[config.mk]
export PLATFORM = sky130hd
export DESIGN_NAME = iss_top
export DESIGN_NICKNAME = d
export VERILOG_FILES = /design/src/rtl/iss_pkg.sv /design/src/rtl/iss_raw_status.sv /design/src/rtl/iss_ctrl_reg.sv /design/src/rtl/iss_enable_map.sv /design/src/rtl/iss_irq_reg.sv /design/src/rtl/iss_top.sv
export SDC_FILE = /design/constraint.sdc
export NUM_CORES = 1
export LEC_CHECK = 0
export ABC_AREA = 1
export ABC_CLOCK_PERIOD_IN_PS = 2300
export BUFFER_PORTS_ARGS = -buffer_cell sky130_fd_sc_hd__clkbuf_2
export CORE_ASPECT_RATIO = 1.25
export CORE_MARGIN = 3
export CORE_UTILIZATION = 50
export DETAILED_ROUTE_END_ITERATION = 10
export PLACE_DENSITY = 0.84
export SLEW_MARGIN = 20
export SYNTH_ARGS = -nofsm -noshare
export SYNTH_HDL_FRONTEND = slang
export SYNTH_SLANG_ARGS = --single-unit
[constraint.sdc]
create_clock -name clk_i -period 2.3 [get_ports clk_i]
set_input_delay 0.575 -clock clk_i [delete_from_list [all_inputs] [get_ports clk_i]]
set_output_delay 0.575 -clock clk_i [all_outputs]
set_load 0.03 [all_outputs]
[src/rtl/iss_pkg.sv]
package iss_pkg;
    localparam int unsigned DATA_W  = 32;
    localparam int unsigned ADDR_W  = 3;
    localparam int unsigned NUM_EVT = 3;

    localparam logic [ADDR_W-1:0] A_CTRL   = 3'd0;
    localparam logic [ADDR_W-1:0] A_STATUS = 3'd1;
    localparam logic [ADDR_W-1:0] A_CLEAR  = 3'd2;
    localparam logic [ADDR_W-1:0] A_MASKED = 3'd3;
    localparam logic [ADDR_W-1:0] A_RAW    = 3'd4;

    localparam logic [DATA_W-1:0] CTRL_RESET = 32'h8000_0102;

    // control-word position of the enable gating status bit n
    localparam int unsigned EN_POS [NUM_EVT] = '{5, 4, 6};

    localparam int unsigned STAT_IRQ_BIT = NUM_EVT;

    typedef struct packed {
        logic [NUM_EVT-1:0] bits;
    } raw_state_t;

    typedef struct packed {
        logic [DATA_W-1:0] word;
    } ctrl_state_t;

    typedef struct packed {
        logic level;
    } irq_state_t;
endpackage

[src/rtl/iss_raw_status.sv]
module iss_raw_status
    import iss_pkg::*;
(
    input  logic               clk_i,
    input  logic               rst_ni,
    input  logic [NUM_EVT-1:0] evt_i,
    input  logic               clr_en_i,
    input  logic [NUM_EVT-1:0] clr_bits_i,
    output logic [NUM_EVT-1:0] raw_o
);
    raw_state_t st_d, st_q;

    always_comb begin
        st_d = st_q;
        for (int b = 0; b < int'(NUM_EVT); b++) begin
            if (clr_en_i && clr_bits_i[b]) begin
                st_d.bits[b] = 1'b0;
            end
            // an event in the same cycle overrides the clear
            if (evt_i[b]) begin
                st_d.bits[b] = 1'b1;
            end
        end
    end

    always_ff @(posedge clk_i) begin
        if (!rst_ni) begin
            st_q <= '0;
        end else begin
            st_q <= st_d;
        end
    end

    assign raw_o = st_q.bits;
endmodule

[src/rtl/iss_ctrl_reg.sv]
module iss_ctrl_reg
    import iss_pkg::*;
(
    input  logic              clk_i,
    input  logic              rst_ni,
    input  logic              we_i,
    input  logic [DATA_W-1:0] wdata_i,
    output logic [DATA_W-1:0] ctrl_o
);
    ctrl_state_t st_d, st_q;

    always_comb begin
        st_d = st_q;
        if (we_i) begin
            st_d.word = wdata_i;
        end
    end

    always_ff @(posedge clk_i) begin
        if (!rst_ni) begin
            st_q.word <= CTRL_RESET;
        end else begin
            st_q <= st_d;
        end
    end

    assign ctrl_o = st_q.word;
endmodule

[src/rtl/iss_enable_map.sv]
module iss_enable_map
    import iss_pkg::*;
(
    input  logic [DATA_W-1:0]  ctrl_i,
    input  logic [NUM_EVT-1:0] raw_i,
    output logic [NUM_EVT-1:0] masked_o
);
    logic [NUM_EVT-1:0] en;

    for (genvar g = 0; g < int'(NUM_EVT); g++) begin : g_map
        assign en[g]       = ctrl_i[EN_POS[g]];
        assign masked_o[g] = raw_i[g] & en[g];
    end
endmodule

[src/rtl/iss_irq_reg.sv]
module iss_irq_reg
    import iss_pkg::*;
(
    input  logic               clk_i,
    input  logic               rst_ni,
    input  logic [NUM_EVT-1:0] masked_i,
    output logic               irq_o
);
    irq_state_t st_d, st_q;

    always_comb begin
        st_d       = st_q;
        st_d.level = |masked_i;
    end

    always_ff @(posedge clk_i) begin
        if (!rst_ni) begin
            st_q <= '0;
        end else begin
            st_q <= st_d;
        end
    end

    assign irq_o = st_q.level;
endmodule

[src/rtl/iss_top.sv]
module iss_top
    import iss_pkg::*;
(
    input  logic              clk_i,
    input  logic              rst_ni,
    input  logic              evt_tx_done_i,
    input  logic              evt_rx_ready_i,
    input  logic              evt_rx_overflow_i,
    input  logic              wr_en_i,
    input  logic [ADDR_W-1:0] wr_addr_i,
    input  logic [DATA_W-1:0] wr_data_i,
    input  logic [ADDR_W-1:0] rd_addr_i,
    output logic [DATA_W-1:0] rd_data_o,
    output logic              irq_o
);
    logic [NUM_EVT-1:0] evt_vec;
    logic               clr_hit;
    logic               ctrl_we;
    logic               ro_wr;
    logic [DATA_W-1:0]  ctrl_q;
    logic [NUM_EVT-1:0] raw_q;
    logic [NUM_EVT-1:0] masked;
    logic               irq_q;

    assign evt_vec = {evt_rx_overflow_i, evt_rx_ready_i, evt_tx_done_i};
    assign clr_hit = wr_en_i && (wr_addr_i == A_CLEAR);
    assign ctrl_we = wr_en_i && (wr_addr_i == A_CTRL);
    assign ro_wr   = wr_en_i && ((wr_addr_i == A_STATUS) ||
                                 (wr_addr_i == A_MASKED) ||
                                 (wr_addr_i == A_RAW));

    iss_ctrl_reg u_ctrl (
        .clk_i   (clk_i),
        .rst_ni  (rst_ni),
        .we_i    (ctrl_we),
        .wdata_i (wr_data_i),
        .ctrl_o  (ctrl_q)
    );

    iss_raw_status u_raw (
        .clk_i      (clk_i),
        .rst_ni     (rst_ni),
        .evt_i      (evt_vec),
        .clr_en_i   (clr_hit),
        .clr_bits_i (wr_data_i[NUM_EVT-1:0]),
        .raw_o      (raw_q)
    );

    iss_enable_map u_map (
        .ctrl_i   (ctrl_q),
        .raw_i    (raw_q),
        .masked_o (masked)
    );

    iss_irq_reg u_irq (
        .clk_i    (clk_i),
        .rst_ni   (rst_ni),
        .masked_i (masked),
        .irq_o    (irq_q)
    );

    always_comb begin
        rd_data_o = '0;
        unique case (rd_addr_i)
            A_CTRL:   rd_data_o = ctrl_q;
            A_STATUS: begin
                rd_data_o[NUM_EVT-1:0]  = raw_q;
                rd_data_o[STAT_IRQ_BIT] = irq_q;
            end
            A_MASKED: rd_data_o[NUM_EVT-1:0] = masked;
            A_RAW:    rd_data_o[NUM_EVT-1:0] = raw_q;
            default:  rd_data_o = '0;
        endcase
    end

    assign irq_o = irq_q;
endmodule

# After elaboration in Yosys (flattened, before gate mapping)
# Index checks and enable logic that the tools add are counted.
dict set report op_classes {
  n_eq_ne 4
  n_mux 9
  bitwise_logic 3
  reduce_logical 12
}
# cell count
set ops {}
lappend ops {{two-way mux 28 bit} 1}
lappend ops {{one-hot mux 3 bit (3 select lines)} 1}
lappend ops {{equality test 3 x 2 -> 1 bit, second input constant} 2}
lappend ops {{logical NOT 3 bit} 2}
lappend ops {{two-way mux 1 bit} 6}
lappend ops {{nonzero test 2 bit} 3}
lappend ops {{logical AND 1 bit} 5}
lappend ops {{bitwise AND 1 bit} 3}
lappend ops {{equality test 3 x 1 -> 1 bit, second input constant} 1}
lappend ops {{equality test 3 bit, second input constant} 1}
lappend ops {{OR reduction 3 bit} 1}
lappend ops {{one-hot mux 1 bit (2 select lines)} 1}
lappend ops {{OR reduction 2 bit} 1}
dict set report word_totals {
  regBits 36
  inputBits 44
  output_inout_bits 33
  elab_cells 33
}

# Logic depth before layout (Yosys ltp)
# Gate-level depths: netlist (run 1).
dict set report logic_depth {
  depth_word 5
  depth_mapped 6
  ltp_nobuf 5
}

# Modules after synthesis
# From an unflattened synthesis (run 1), not the netlist that was laid out.
dict set report unflattened {
  cells_unflattened 314
  hier_area_um2 1906.8
}
# mod instances cells_per_inst area_per_inst_um2 seq_area_each_um2
set by_module_without_submodules {}
lappend by_module_without_submodules {iss_ctrl_reg 1 197 1338.8 640.6}
lappend by_module_without_submodules {iss_top 1 90 392.9 0.0}
lappend by_module_without_submodules {iss_raw_status 1 16 116.4 60.1}
lappend by_module_without_submodules {iss_irq_reg 1 5 36.3 20.0}
lappend by_module_without_submodules {iss_enable_map 1 6 22.5 0.0}

# Worst setup path after synthesis (run 1)
# OpenSTA, ideal clock, no wires.
dict set report synth_path {
  kind {in2out}
  from {input port rd_addr_i[1]}
  to {output port rd_data_o[11]}
  arrival_time_ps 1489
  t_required_ps 1725
  slack_ps 236
  path_stages 6
  path_buffers 1
  path_cell_list {inv_1 > nand2_1 > nor2_4 > inv_2 > buf_6 > nor2_1}
}
dict set report synth_between {
  elab_chain_cells 2
}
# element line
set synth_rtl {}
lappend synth_rtl {{start, declared} iss_top.sv:12} ;# input logic [ADDR_W-1:0] rd_addr_i,
lappend synth_rtl {{logical NOT 3 bit} iss_top.sv:64} ;# unique case (rd_addr_i)
lappend synth_rtl {{two-way mux 28 bit} iss_top.sv:64}
lappend synth_rtl {{end, declared} iss_top.sv:13} ;# output logic [DATA_W-1:0] rd_data_o,
# No other way between the ends.

# Worst setup path in the final report (run 1)
dict set report layout_path {
  from {input port rd_addr_i[1]}
  to {output port rd_data_o[5]}
}
# Same word-level chain as after synthesis.

==> results of run 1 <==
## logic make-up (layout without fill, tap and decap cells)
logic type	after synthesis	count (layout)	share of synthesized area
simple gates	127	127	0.325
flops	36	36	0.414
buf+inv	54	128	0.164
compound gates	34	34	0.0977
## cell usage after synthesis
cell type and instances:
nand2_1 47, nand3_1 46, inv_1 39, dfxtp_1 36
a21oi_1 32, nor2_1 29, buf_6 11, clkbuf_1 3
nor2_4 3, o21ai_0 2, inv_2 1, nand2_4 1
nor3_1 1
## sequential cells by signal, summed over array words and instances, names as in the netlist
register and flops:
u_irq.irq_o 1, u_raw.raw_o 3, u_ctrl.ctrl_o 32
## stage by stage
stage          instances   util  instance area [sq um]
2_1_floorplan        251      -                   1740
3_3_place_gp         354  0.633                   2080
3_5_place_dp         354  0.633                   2080
4_1_cts              362  0.660                   2170
5_1_grt              362  0.660                   2170
6_report             362  0.660                   2170
## power groups by stage
stage / Combinational (W) / Clock [W] / Sequential, W
after floorplan: 0.0000958 / 0 / 0.000662
after global placement: 0.000147 / 0 / 0.000664
after detailed placement: 0.000149 / 0 / 0.000665
after CTS: 0.000150 / 0.000458 / 0.000651
after global routing: 0.000166 / 0.000490 / 0.000652
final: 0.000149 / 0.000451 / 0.000651
## cells in the final DEF, fill, tap and decap left out, types with 3 or more instances in the layout
master | synthesis | final
a21oi_1 | 32 | 32
buf_4 | 0 | 3
clkbuf_2 | 0 | 76
clkbuf_8 | 0 | 6
dfxtp_1 | 36 | 36
inv_1 | 39 | 39
nand2_1 | 47 | 47
nand3_1 | 46 | 46
nor2_1 | 29 | 29
nor2_4 | 3 | 3
## worst max-delay path, cell delays in order
cell and delay (ns):
clkbuf_2 0.08, inv_1 0.07, nand2_1 0.10, nor2_4 0.15
inv_2 0.21, nor2_1 0.17, clkbuf_2 0.23
## layer usage
metal  GRT usage  vias to the layer above  share of wire
li1            -                      927              -
met1       0.234                      789           0.40
met2       0.359                       79           0.51
met3      0.0409                        5          0.077
met4      0.0806                        0          0.013
met5           0                        -              0
## area by class of cell
cell class              instances  area (sq um)  share of cell area
clock buffers                   8          90.1              0.0416
inverters                      40           150              0.0693
multi-input cells             161           736               0.340
flip-flops and latches         36           721               0.333
well taps                      37          46.3              0.0214
repair buffers                 80           423               0.195
## worst max path at each step
stage                             from             to  slack [ns]  depth (start not counted)
after floorplan           rd_addr_i[1]  rd_data_o[11]        0.24                          6
after global placement    rd_addr_i[1]  rd_data_o[10]        0.18                          7
after detailed placement  rd_addr_i[1]   rd_data_o[5]        0.13                          7
after CTS                 rd_addr_i[1]   rd_data_o[5]        0.13                          7
after global routing      rd_addr_i[1]   rd_data_o[5]        0.02                          7
final                     rd_addr_i[1]   rd_data_o[5]        0.13                          7
==> impl_metrics.py, run 1 <==
metrics = {
    "grt": {
        "grt_max_degree": 33,
        "first_global_vias": 1607,
        "antenna_found_initial": 0,
        "grt_pass1_wl_um": 6760,
        "overflow": 0,
        "grt_usage": 0.203,
    },
    "critical_path": {
        "rr_startpoint": "u_ctrl.ctrl_o[4]",
        "worstPathArrival_ns": 1.60,
        "startpoint_type": "primary input",
        "timing.reg2reg.setup_slack_ns": 1.59,
        "worstSetupPathType": "primary input to primary output",
        "critical_path.max_fanout": 28,
        "worstSetupEndpointType": "primary output",
        "rr_worst_depth": 4,
        "crit_required_ns": 1.73,
        "rr_endpoint": "u_irq.irq_o",
    },
    "finish": {
        "nNetsFinal": 368,
        "fill_cells": 326,
        "n_antenna_cell": 0,
        "drive_gt1_frac": 0.280,
        "area_delta_synth_final_pct": 24.4,
    },
    "logic_synthesis": {
        "syn_nets": 295,
        "yosys.area.top_type": "dfxtp_1",
        "synthTopCellsByArea": "dfxtp_1 (41%), nand3_1 (13%), nand2_1 (10%), a21oi_1 (9.2%), inv_1 (8.4%)",
        "synthCells": 251,
        "yosysSeqAreaShare": 0.414,
        "synthDistinctLibCells": 13,
        "ys_ff_latch": 36,
        "yosys_warnings": 0,
        "synth_top_area_share": 0.414,
        "syn_area_sq_um": 1740,
        "syn_avg_cell_area_sq_um": 6.94,
    },
    "floorplanning": {
        "rows": 23,
        "io_pins": 77,
        "chipHeight_um": 72.0,
        "core_area_sq_um": 3280,
        "die-width_um": 58.8,
        "start_util": 0.531,
        "dieArea_sq_um": 4230,
    },
    "placement": {
        "portBuffers": 76,
        "dp_slack_ns": 0.135,
        "gp_congestion": 0.808,
        "hpwl_um": 3020,
    },
    "clock_network": {
        "ctsResizeCount": 0,
        "cts_tree": "built",
        "cts-root-buf": "clkbuf_8",
        "clk_pin_slew_ns": 0.06,
        "worstSkewPairLatency_ns": 0.28,
        "clock-sinks": 36,
        "postCtsHoldBufs": 0,
        "cts_setup_buffers": 0,
        "cts_max_path_buffers": 2,
        "cts_buffers": 5,
        "h-tree-depth": 2,
    },
    "timing": {
        "grt_setup_unrepaired": "false",
        "maxSlewHeadroom": 0.689,
        "slew_violations": 0,
        "worstMarginPinSlew_ns": 0.466,
        "finalCriticalPeriod_ns": 2.17,
        "setup_viol": 0,
        "fin_tns_setup_ns": 0,
        "setup_slack_ns": 0.130,
        "whs_ns": 0.460,
        "timing.fmax_mhz": 461,
        "finalHoldViolCount": 0,
        "clock_skew_ns": 0.00409,
        "fin_crit_sh": 0.944,
    },
    "power_and_ir_drop": {
        "power.total_w": 0.00125,
        "seqPwrFrac": 0.520,
        "clockPowerShare": 0.360,
        "switchingPower_w": 0.000309,
        "ir_drop_mv": 0.404,
        "combPwrFrac": 0.119,
        "intPower_w": 0.000942,
        "netSwitchingFraction": 0.247,
        "leakage_nw": 0.972,
        "power_density_nw_per_um2": 578,
    },
    "drt": {
        "drt_iter0_drc": 83,
        "drt_pass1_iterations": 5,
        "vias": 1800,
        "wl_um": 4180,
        "drcViolationCount": 0,
        "vias_per_cell": 4.97,
        "wl_per_cell_um": 11.5,
        "detail-route-antenna-nets": 0,
    },
    "status": {
        "status": "finished, final reports clean",
    },
    "worst_hold_path": {
        "hold_path_depth": 2,
        "min-delay-start": "u_ctrl.ctrl_o[18]",
        "hp-class": "register to register",
        "worstHoldEndpoint": "u_ctrl.ctrl_o[18]",
    },
    "job": {
        "maxCapViolations": 0,
    },
}
No activity file was read; power rests on OpenSTA's default activity.
==> inputs of run 2 (changes only) <==
--- a/config.mk
+++ b/config.mk
@@ -12,6 +12,7 @@
 export CORE_MARGIN = 3
 export CORE_UTILIZATION = 50
 export DETAILED_ROUTE_END_ITERATION = 10
+export MAX_ROUTING_LAYER = met4
 export PLACE_DENSITY = 0.84
 export SLEW_MARGIN = 20
 export SYNTH_ARGS = -nofsm -noshare
==> run 2 against run 1 <==
Against the previous run: hold slack barely moved; non-clock buffer count did not move; sequential power barely moved; die area did not move; final area did not move.
==> impl_metrics.py, run 2 (synthesized netlist as in run 1, its figures left out) <==
metrics = {
    "grt": {
        "antenna_found_initial": 0,
        "grt_usage": 0.209,
        "first_global_vias": 1612,
        "overflow": 0,
        "grt_pass1_wl_um": 6760,
        "grt_max_degree": 33,
    },
    "placement": {
        "dp_slack_ns": 0.135,
        "hpwl_um": 3020,
        "dp_cells": 354,
        "gp_congestion": 0.820,
        "portBuffers": 76,
    },
    "critical_path": {
        "worstPathArrival_ns": 1.59,
        "cp_cell_sequence": "clkbuf_2 > inv_1 > nand2_1 > nor2_4 > inv_2 > nor2_1 > clkbuf_2",
        "max_stage_delay_ns": 0.23,
        "crit_required_ns": 1.73,
        "worstSetupEndpointType": "primary output",
        "worstSetupPathType": "primary input to primary output",
        "crit_start": "rd_addr_i[1]",
        "startpoint_type": "primary input",
        "critical_path.max_fanout": 28,
        "rr_startpoint": "u_ctrl.ctrl_o[4]",
        "crit_path_frequent_cell": "clkbuf_2",
        "cpMaxStageDelayCell": "clkbuf_2",
    },
    "timing": {
        "grt_setup_unrepaired": "false",
        "finalCriticalPeriod_ns": 2.16,
        "clock_skew_ns": 0.00286,
        "timing.fmax_mhz": 463,
        "finalHoldViolCount": 0,
        "maxSlewHeadroom": 0.690,
        "slew_violations": 0,
        "fin_crit_sh": 0.940,
        "fin_tns_setup_ns": 0,
        "worstMarginPinSlew_ns": 0.464,
        "setup_viol": 0,
        "setup_slack_ns": 0.139,
    },
    "finish": {
        "area_delta_synth_final_pct": 24.4,
        "fin_cells": 362,
        "nNetsFinal": 368,
        "n_antenna_cell": 0,
        "drive_gt1_frac": 0.280,
        "layout_commonest_cell": "clkbuf_2",
        "fill_cells": 326,
        "layout_common_cells": "clkbuf_2 (76), nand2_1 (47), nand3_1 (46), inv_1 (39), dfxtp_1 (36)",
        "largest_reg_flops": 32,
    },
    "floorplanning": {
        "die-width_um": 58.8,
        "io_pins": 77,
        "dieArea_sq_um": 4230,
        "chipHeight_um": 72.0,
        "start_util": 0.531,
        "rows": 23,
        "core_area_sq_um": 3280,
    },
    "power_and_ir_drop": {
        "power_density_nw_per_um2": 577,
        "ir_drop_mv": 0.408,
        "leakage_nw": 0.972,
    },
    "drt": {
        "vias": 1791,
        "wl_per_cell_um": 11.6,
        "drt_iter0_drc": 101,
        "drt_pass1_iterations": 4,
        "vias_per_cell": 4.95,
        "detail-route-antenna-nets": 0,
        "wl_um": 4200,
        "drcViolationCount": 0,
    },
    "clock_network": {
        "cts_setup_buffers": 0,
        "worstSkewPairLatency_ns": 0.28,
        "ctsResizeCount": 0,
        "cts_max_path_buffers": 2,
        "cts-root-buf": "clkbuf_8",
        "clock-sinks": 36,
        "h-tree-depth": 2,
        "clk_pin_slew_ns": 0.06,
        "postCtsHoldBufs": 0,
        "cts_buffers": 5,
        "cts_tree": "built",
    },
    "job": {
        "maxCapViolations": 0,
    },
    "worst_hold_path": {
        "hp-class": "register to register",
        "min-delay-start": "u_ctrl.ctrl_o[18]",
    },
    "status": {
        "status": "finished, final reports clean",
    },
}
==> run 2: power by group <==
part | switching, W | internal (W) | leakage (nW)
registers | 0.0000111 | 0.000640 | 0.292
clock network | 0.000206 | 0.000244 | 0.0455
logic | 0.0000912 | 0.0000579 | 0.634
==> run 2: area by class of cell <==
| type | count | area (sq um) | share of cell area |
|---|---|---|---|
| multi-input combinational | 161 | 736 | 0.340 |
| sequential | 36 | 721 | 0.333 |
| timing repair buffer | 80 | 423 | 0.195 |
| inverter | 40 | 150 | 0.0693 |
| clock buffer | 8 | 90.1 | 0.0416 |
| tap | 37 | 46.3 | 0.0214 |
==> run 2: final timing paths <==
check                      endpoint  slack (ns)  cells past startpoint
setup / recovery       rd_data_o[5]        0.14                      7
hold / removal    u_ctrl.ctrl_o[18]        0.46                      2
setup reg to reg        u_irq.irq_o        1.59                      4
hold reg to reg   u_ctrl.ctrl_o[18]        0.46                      2
==> run 2: worst max-delay path, delay by kind of cell <==
kind,cells,cell delay [ns]
buffers and inverters,4,0.59
AND/OR/NAND/NOR,3,0.42
==> run 2: stage by stage <==
step                area, sq um  utilization  total power (W)  hold WS (ns)
floorplan                  1740            -         0.000758         0.429
global placement           2080        0.633         0.000811         0.440
detailed placement         2080        0.633         0.000814         0.447
CTS                        2170        0.660          0.00126         0.462
global route               2170        0.660          0.00131         0.476
finish                     2170        0.660          0.00125         0.461
==> run 2: layer usage <==
metal	vias to the layer above	part of all wire	GRT usage
li1	928	-	-
met4	0	0.014	0.0806
met3	5	0.070	0.0391
met1	784	0.41	0.234
met5	-	0	-
met2	74	0.51	0.360
